[src/rtl/ptg_pkg.sv]
package ptg_pkg;

  typedef enum logic [2:0] {
    A_MASK_PAIR = 3'd0,
    A_MASK_SOLO = 3'd1,
    A_SWREQ     = 3'd2,
    A_FLT_MODE  = 3'd3,
    A_FLT_CLR   = 3'd4,
    A_CMP       = 3'd5,
    A_OSC       = 3'd6,
    A_PRESC     = 3'd7
  } reg_addr_e;

  typedef enum logic [1:0] {
    M_EDGE    = 2'd0,
    M_LOW8    = 2'd1,
    M_LOW16   = 2'd2,
    M_LOW128  = 2'd3
  } flt_mode_e;

  localparam int RUN_W = 8;

  // consecutive low samples needed before a level-mode fault trips
  function automatic logic [RUN_W-1:0] run_len(input flt_mode_e m);
    case (m)
      M_LOW8:   return RUN_W'(8);
      M_LOW16:  return RUN_W'(16);
      M_LOW128: return RUN_W'(128);
      default:  return '0;
    endcase
  endfunction

endpackage

[src/rtl/ptg_strobe.sv]
module ptg_strobe #(
  parameter int PW = 8
) (
  input  logic          clk,
  input  logic          rst_n,
  input  logic [PW-1:0] presc,
  output logic          strobe
);

  logic [PW-1:0] cnt;

  always_ff @(posedge clk or negedge rst_n) begin
    if (!rst_n) begin
      cnt    <= '0;
      strobe <= 1'b0;
    end else if (cnt >= presc) begin
      cnt    <= '0;
      strobe <= 1'b1;
    end else begin
      cnt    <= cnt + 1'b1;
      strobe <= 1'b0;
    end
  end

  // with a nonzero divider the strobe never fires twice in a row
  p_strobe_gap_r12: assert property (@(posedge clk) disable iff (!rst_n)
    (strobe && presc != '0) |=> (!strobe || presc != $past(presc)));

endmodule

[src/rtl/ptg_fault_chan.sv]
module ptg_fault_chan
  import ptg_pkg::*;
(
  input  logic       clk,
  input  logic       rst_n,
  input  logic       pin_n,
  input  logic       strobe,
  input  logic [1:0] mode_raw,
  input  logic       clr_req,
  output logic       flag
);

  flt_mode_e        mode;
  logic             s1, s2, smp;
  logic [RUN_W-1:0] run;
  logic [RUN_W-1:0] thr;
  logic             edge_hit, level_hit, set_evt;
  logic             clr_ok, clr_blocked;

  assign mode = flt_mode_e'(mode_raw);
  assign thr  = run_len(mode);

  // two-flop synchroniser, idle level high
  always_ff @(posedge clk or negedge rst_n) begin
    if (!rst_n) begin
      s1 <= 1'b1;
      s2 <= 1'b1;
    end else begin
      s1 <= pin_n;
      s2 <= s1;
    end
  end

  // strobe-qualified sample and saturating low-run counter
  always_ff @(posedge clk or negedge rst_n) begin
    if (!rst_n) begin
      smp <= 1'b1;
      run <= '0;
    end else if (strobe) begin
      smp <= s2;
      if (s2)            run <= '0;
      else if (run != '1) run <= run + 1'b1;
    end
  end

  assign edge_hit  = strobe && smp && !s2 && (mode == M_EDGE);
  assign level_hit = strobe && !s2 && (mode != M_EDGE) &&
                     (({1'b0, run} + 1'b1) >= {1'b0, thr});
  assign set_evt   = edge_hit || level_hit;

  // level modes refuse a clear until a high level has actually been sampled
  assign clr_ok      = (mode == M_EDGE) || smp;
  assign clr_blocked = clr_req && !clr_ok;

  always_ff @(posedge clk or negedge rst_n) begin
    if (!rst_n)                 flag <= 1'b0;
    else if (set_evt)           flag <= 1'b1;
    else if (clr_req && clr_ok) flag <= 1'b0;
  end

  // a hardware set always wins over a same-cycle clear
  p_set_wins_r8: assert property (@(posedge clk) disable iff (!rst_n)
    set_evt |=> flag);

  // a refused clear leaves the flag standing
  p_clr_guard_r9: assert property (@(posedge clk) disable iff (!rst_n)
    (flag && clr_blocked) |=> flag);

endmodule

[src/rtl/ptg_out_cmp.sv]
module ptg_out_cmp #(
  parameter int NP = 6
) (
  input  logic          clk,
  input  logic          rst_n,
  input  logic          en,
  input  logic [NP-1:0] lvl,
  input  logic          clr_req,
  output logic          flag
);

  localparam int NPAIRS = NP / 2;

  function automatic logic pair_clash(input logic [NP-1:0] v);
    logic hit;
    hit = 1'b0;
    for (int k = 0; k < NPAIRS; k++) hit = hit | (v[2*k] & v[2*k+1]);
    return hit;
  endfunction

  logic clash, idle, clr_blocked;

  assign clash       = en && pair_clash(lvl);
  assign idle        = (lvl == '0);
  assign clr_blocked = clr_req && !idle;

  always_ff @(posedge clk or negedge rst_n) begin
    if (!rst_n)               flag <= 1'b0;
    else if (clash)           flag <= 1'b1;
    else if (clr_req && idle) flag <= 1'b0;
  end

  // a detected clash always latches
  p_clash_r10: assert property (@(posedge clk) disable iff (!rst_n)
    clash |=> flag);

  // clear refused while pins still drive an active level
  p_clr_guard_r11: assert property (@(posedge clk) disable iff (!rst_n)
    (flag && clr_blocked) |=> flag);

endmodule

[src/rtl/pwm_tz_guard.sv]
module pwm_tz_guard
  import ptg_pkg::*;
#(
  parameter int N_PAIR_PINS = 6,
  parameter int N_SOLO_PINS = 4,
  parameter int N_FLT       = 5,
  parameter int PRESC_W     = 8,
  parameter int DW          = 10
) (
  input  logic                   clk,
  input  logic                   rst_n,
  input  logic                   wr_en,
  input  logic [2:0]             wr_addr,
  input  logic [DW-1:0]          wr_data,
  input  logic                   evt_pair,
  input  logic                   evt_solo,
  input  logic                   osc_stop,
  input  logic [N_FLT-1:0]       flt_n,
  input  logic [N_PAIR_PINS-1:0] pair_lvl,
  output logic [N_PAIR_PINS-1:0] tz_pair,
  output logic [N_SOLO_PINS-1:0] tz_solo
);

  localparam int MODE_W = 2 * N_FLT;

  logic [N_PAIR_PINS-1:0] mask_pair;
  logic [N_SOLO_PINS-1:0] mask_solo;
  logic                   sw_pair, sw_solo;
  logic [MODE_W-1:0]      mode_q;
  logic                   cmp_en, osc_en, osc_flag;
  logic [PRESC_W-1:0]     presc;

  logic wr_mpair, wr_msolo, wr_sw, wr_mode, wr_fclr, wr_cmp, wr_osc, wr_presc;
  logic strobe;
  logic [N_FLT-1:0] flt_flag;
  logic cmp_flag;
  logic osc_hiz, flt_any, pair_src, solo_src;

  assign wr_mpair = wr_en && (wr_addr == A_MASK_PAIR);
  assign wr_msolo = wr_en && (wr_addr == A_MASK_SOLO);
  assign wr_sw    = wr_en && (wr_addr == A_SWREQ);
  assign wr_mode  = wr_en && (wr_addr == A_FLT_MODE);
  assign wr_fclr  = wr_en && (wr_addr == A_FLT_CLR);
  assign wr_cmp   = wr_en && (wr_addr == A_CMP);
  assign wr_osc   = wr_en && (wr_addr == A_OSC);
  assign wr_presc = wr_en && (wr_addr == A_PRESC);

  always_ff @(posedge clk or negedge rst_n) begin
    if (!rst_n) begin
      mask_pair <= '0;
      mask_solo <= '0;
      mode_q    <= '0;
      cmp_en    <= 1'b0;
      osc_en    <= 1'b1;
      presc     <= '0;
    end else begin
      if (wr_mpair) mask_pair <= wr_data[N_PAIR_PINS-1:0];
      if (wr_msolo) mask_solo <= wr_data[N_SOLO_PINS-1:0];
      if (wr_mode)  mode_q    <= wr_data[MODE_W-1:0];
      if (wr_cmp)   cmp_en    <= wr_data[0];
      if (wr_osc)   osc_en    <= wr_data[0];
      if (wr_presc) presc     <= wr_data[PRESC_W-1:0];
    end
  end

  // request bits and oscillator flag: hardware set beats software clear
  always_ff @(posedge clk or negedge rst_n) begin
    if (!rst_n) begin
      sw_pair  <= 1'b0;
      sw_solo  <= 1'b0;
      osc_flag <= 1'b0;
    end else begin
      if (evt_pair)   sw_pair <= 1'b1;
      else if (wr_sw) sw_pair <= wr_data[0];
      if (evt_solo)   sw_solo <= 1'b1;
      else if (wr_sw) sw_solo <= wr_data[1];
      if (osc_stop)                  osc_flag <= 1'b1;
      else if (wr_osc && !wr_data[1]) osc_flag <= 1'b0;
    end
  end

  ptg_strobe #(.PW(PRESC_W)) u_strobe (
    .clk    (clk),
    .rst_n  (rst_n),
    .presc  (presc),
    .strobe (strobe)
  );

  for (genvar k = 0; k < N_FLT; k++) begin : g_flt
    ptg_fault_chan u_chan (
      .clk      (clk),
      .rst_n    (rst_n),
      .pin_n    (flt_n[k]),
      .strobe   (strobe),
      .mode_raw (mode_q[2*k +: 2]),
      .clr_req  (wr_fclr && !wr_data[k]),
      .flag     (flt_flag[k])
    );
  end

  ptg_out_cmp #(.NP(N_PAIR_PINS)) u_cmp (
    .clk     (clk),
    .rst_n   (rst_n),
    .en      (cmp_en),
    .lvl     (pair_lvl),
    .clr_req (wr_cmp && !wr_data[1]),
    .flag    (cmp_flag)
  );

  assign osc_hiz  = osc_flag && osc_en;
  assign flt_any  = |flt_flag;
  assign pair_src = sw_pair || osc_hiz || flt_any || cmp_flag;
  assign solo_src = sw_solo || osc_hiz || flt_any;

  always_ff @(posedge clk or negedge rst_n) begin
    if (!rst_n) begin
      tz_pair <= '0;
      tz_solo <= '0;
    end else begin
      tz_pair <= {N_PAIR_PINS{pair_src}} & mask_pair;
      tz_solo <= {N_SOLO_PINS{solo_src}} & mask_solo;
    end
  end

  // no output on a pin that was unmasked
  p_mask_pair_r1: assert property (@(posedge clk) disable iff (!rst_n)
    1'b1 |=> ((tz_pair & ~$past(mask_pair)) == '0));
  p_mask_solo_r1: assert property (@(posedge clk) disable iff (!rst_n)
    1'b1 |=> ((tz_solo & ~$past(mask_solo)) == '0));

  // an event always lands in its request bit
  p_evt_pair_r4: assert property (@(posedge clk) disable iff (!rst_n)
    evt_pair |=> sw_pair);
  p_evt_solo_r4: assert property (@(posedge clk) disable iff (!rst_n)
    evt_solo |=> sw_solo);

  // the flag holds while the stop indication persists
  p_osc_hold_r5: assert property (@(posedge clk) disable iff (!rst_n)
    osc_stop |=> osc_flag);

  // the comparison flag alone never reaches the solo group
  p_solo_src_r10: assert property (@(posedge clk) disable iff (!rst_n)
    (cmp_flag && !sw_solo && !osc_hiz && !flt_any) |=> (tz_solo == '0));

endmodule

[config.mk]
export PLATFORM = sky130hd
export DESIGN_NAME = pwm_tz_guard
export DESIGN_NICKNAME = d
export VERILOG_FILES = /design/src/rtl/ptg_pkg.sv /design/src/rtl/ptg_strobe.sv /design/src/rtl/ptg_fault_chan.sv /design/src/rtl/ptg_out_cmp.sv /design/src/rtl/pwm_tz_guard.sv
export SDC_FILE = /design/constraint.sdc
export NUM_CORES = 1
export LEC_CHECK = 0
export BUFFER_PORTS_ARGS = -buffer_cell sky130_fd_sc_hd__buf_2
export CAP_MARGIN = 20
export CORE_AREA = 3 3 110 112
export DETAILED_ROUTE_END_ITERATION = 8
export DIE_AREA = 0 0 113 115
export PLACE_DENSITY = 0.72
export SLEW_MARGIN = 20
export SYNTH_ARGS = -nofsm -noshare
export SYNTH_HDL_FRONTEND = slang
export SYNTH_SLANG_ARGS = --single-unit
export TNS_END_PERCENT = 100
[constraint.sdc]
create_clock -name clk -period 3.05 [get_ports clk]
set_clock_uncertainty 0.15 [all_clocks]
set_input_delay 0.4575 -clock clk [delete_from_list [all_inputs] [get_ports clk]]
set_output_delay 0.4575 -clock clk [all_outputs]
set_load 0.1 [all_outputs]
==> summary.md <==
| Metric | Value |
|---|---|
| Grt total ovfl | `0` |
| Die Width | `113 µm` |
| Number of synthesized register bits | `113` |
| Final hold viol count | `0` |
| Max-slew violations | `0` |
| Post-route ant nets | `0` |
| Top-count cell post-synth | `dfrtp_1` |
| Cells after Synth | `573` |
| Syn_area_per_cell | `roughly 11 µm²` |
| CP endpoint kind | `flop` |
| Worst rel slew slack | `0.526` |
| Slew of the pin with the lowest slew margin | `around 0.71 ns` |
| Clk pwr share | `0.364` |
| DRT iter0 DRCs | `357` |
| Worst hold path class | `in -> reg` |
| Share of layout cells above drive strength 1 | `0.224` |
| Die H | `between 100 and 150 µm` |
| Mapped Nets | `632` |
| Clock-pin slew on the worst setup and hold paths | `0.05 ns` |
| First-pass GRT wire length | `roughly 21000 µm` |
| Total Routed Length | `12600 µm` |
| RSZ-0062 raised after global routing | `false` |
| Syn Std Cell Area | `0.00605 mm²` |
| Fillers | `slightly below 900` |
| Die ar. | `0.0130 mm²` |
| Final nets | `between 600 and 700` |
| Hold WS | `0.0926 ns` |
| Synth area leader | `dfrtp_1` |
| Non-Filler Instances | `772` |
| Initial Util | `0.534` |
| CTS H-Tree Depth | `4` |
| Pint | `just under 0.004 W` |
| Largest net degree at the start of global routing | `59` |
| Number of max-cap violations | `0` |
| Leak Pwr | `3.04 nW` |
| Setup crit start kind | `flop` |
| Wirelength per Cell | `16.3 µm` |
| Power per cell area | `806 mW/mm²` |
| Root Buffer | `clkbuf_16` |
| Final Cycle Share | `0.842` |
| Total GRT Usage | `0.202` |
| DRC violations left | `0` |
| TritonCTS clock tree | `done` |
| Crit path DAT | `between 2 and 3 ns` |
| Placed insts | `~730` |
| Post-route setup TNS | `0 ns` |
| Initial antenna violation count | `0` |
| Crit Path Class | `reg -> reg` |
| Setup Fix Bufs, Post-CTS | `0` |
| Achievable Freq | `0.389 GHz` |
| DR pass1 iterations | `5` |
| Vias in the first global route | `4323` |
| Clock Path Buffers | `2` |
| Post-synthesis sequential area ratio | `0.471` |
| Post-synth top area share | `0.401` |
| Top_reg_cell synth | `dfrtp_1` |
| Cts bufs inserted | `17` |
| R2r setup slk | `0.48 ns` |
| Sw frac | `0.324` |
| Vias | `between 4000 and 5000` |
| Yosys warns | `0` |
| P_sw | `0.00184 W` |
| Leading post-synthesis cells by cell area | `dfrtp_1, dfstp_2, mux2_2` |
| Clock sink total | `113` |
| Post-synth EDFFs | `0` |
| Synth-to-Final Area Change | `16.5%` |
| Sequential Power Share | `0.388` |
| FFs w/ async S/R, synth | `1.00` |
| CP Max Fanout | `7` |
| Site Rows | `39` |
| GP Congestion | `0.907` |
| Final setup vio count | `0` |
| Worst EP required | `around 3.2 ns` |
| PortBufs | `39` |
| Worst IR Drop VDD | `926 µV` |
| DP HPWL | `8540 µm` |
| Clock Latency Late Sink | `between 0.4 and 0.5 ns` |
| Vias/cell | `between 5 and 6` |
| Diode count | `0` |
| Tmin final | `2.57 ns` |
| Post_cts resized | `0` |
| Core Box Area | `0.0113 mm²` |
| Post-synthesis cell type count | `67` |
| Post-synth top cells | `dfrtp_1, mux2_2, a21oi_1, nand2_1, ha_1` |
| Logic pwr share | `0.248` |
| Status | `completed` |
| # IOs | `40` |
-- worst max-delay path, cell delays in order (launching register included) --
cell	delay [ns]
dfrtp_1	0.41
ha_1	0.29
nand3_1	0.17
xnor2_1	0.16
ha_1	0.31
and4_1	0.21
o31a_1	0.29
o41ai_1	0.32
o211ai_1	0.13
-- placed cells by master, fill, tap and decap left out, types with 5 or more instances in the layout --
master         instances
dfrtp_1               97
buf_2                 38
mux2_2                34
a21oi_1               32
nand2_1               31
ha_1                  29
nand3_1               26
inv_1                 22
nor2_1                22
o21ai_0               20
clkbuf_16             17
dfstp_2               16
xor2_1                14
and2_1                14
xnor2_1               12
nor3_1                12
a31oi_1               11
nor2b_1               10
nand2b_1               9
nand4_1                9
a211oi_1               9
and3_1                 8
o2bb2ai_1              8
a21o_1                 7
o31ai_1                7
and4_1                 6
o21bai_1               6
dlygate4sd3_1          6
mux2i_1                5
a22o_1                 5
a31o_2                 5
clkinv_2               5
-- timing repair --
action,4_1_cts,5_1_grt
endpoints found under the setup margin,0,0
hold buffers,6,0
endpoints found under the hold margin,19,0
-- stage by stage --
step / total power, W / utilization / instance area (µm²) / setup slack, ns
CTS: 0.00572 / 0.623 / 7050 / 0.479
detailed placement: 0.00362 / 0.562 / 6370 / 0.490
finish: 0.00568 / 0.623 / 7050 / 0.482
floorplan: 0.00325 / - / 6050 / 0.718
global route: 0.00600 / 0.623 / 7050 / 0.298
global placement: 0.00354 / 0.562 / 6370 / 0.616
-- flip-flops by register name, indices dropped and copies added, names as in the netlist --
register           cells
tz_solo                4
mask_solo              4
osc_en                 1
mask_pair              6
sw_pair                1
g_flt.u_chan.smp       5
mode_q                10
tz_pair                6
g_flt.u_chan.s1        5
g_flt.u_chan.s2        5
u_strobe.strobe        1
g_flt.u_chan.run      40
sw_solo                1
u_cmp.flag             1
cmp_en                 1
osc_flag               1
presc                  8
g_flt.u_chan.flag      5
u_strobe.cnt           8
-- cell families after synthesis --
group,synth area share
compound gates,0.171
xor+xnor,0.0376
fa+ha+maj,0.0600
buf+inv,0.0310
flops,0.471
mux,0.0716
simple gates,0.158
-- layout make-up --
| class | count | area (µm²) | share of cell area |
|---|---|---|---|
| clock buffers | 21 | 460 | 0.0653 |
| clock inverters | 11 | 160 | 0.0227 |
| inverters | 23 | 86.3 | 0.0122 |
| multi-input cells | 412 | 3010 | 0.428 |
| flip-flops and latches | 113 | 2850 | 0.404 |
| well taps | 143 | 179 | 0.0254 |
| repair buffers | 49 | 300 | 0.0426 |
-- worst paths after layout --
kind / startpoint / to / cells after the start
min reg2reg: g_flt[4].u_chan.s1$_DFF_PN1_ / g_flt[4].u_chan.s2$_DFF_PN1_ / 0
max reg2reg: g_flt[2].u_chan.run[0]$_DFFE_PN0P_ / g_flt[2].u_chan.flag$_DFFE_PN0P_ / 8
min in group asynchronous: rst_n / g_flt[1].u_chan.run[0]$_DFFE_PN0P_ / 2
max: g_flt[2].u_chan.run[0]$_DFFE_PN0P_ / g_flt[2].u_chan.flag$_DFFE_PN0P_ / 8
max in group asynchronous: rst_n / g_flt[3].u_chan.s2$_DFF_PN1_ / 3
min: evt_pair / sw_pair$_DFFE_PN0P_ / 2
-- routing by layer --
metal	track usage	wire, µm
met2	0.331	6250
met4	0.0681	170
met1	0.255	5550
met5	0	0
met3	0.0642	582
-- power groups by stage --
stage	Sequential (W)	Clock, W	Combinational [W]
after floorplan	0.00231	0	0.000936
after global placement	0.00219	0	0.00135
after detailed placement	0.00222	0	0.00140
after CTS	0.00220	0.00210	0.00142
after global routing	0.00226	0.00217	0.00158
final	0.00220	0.00207	0.00141
No activity file was read; power rests on OpenSTA's default activity.
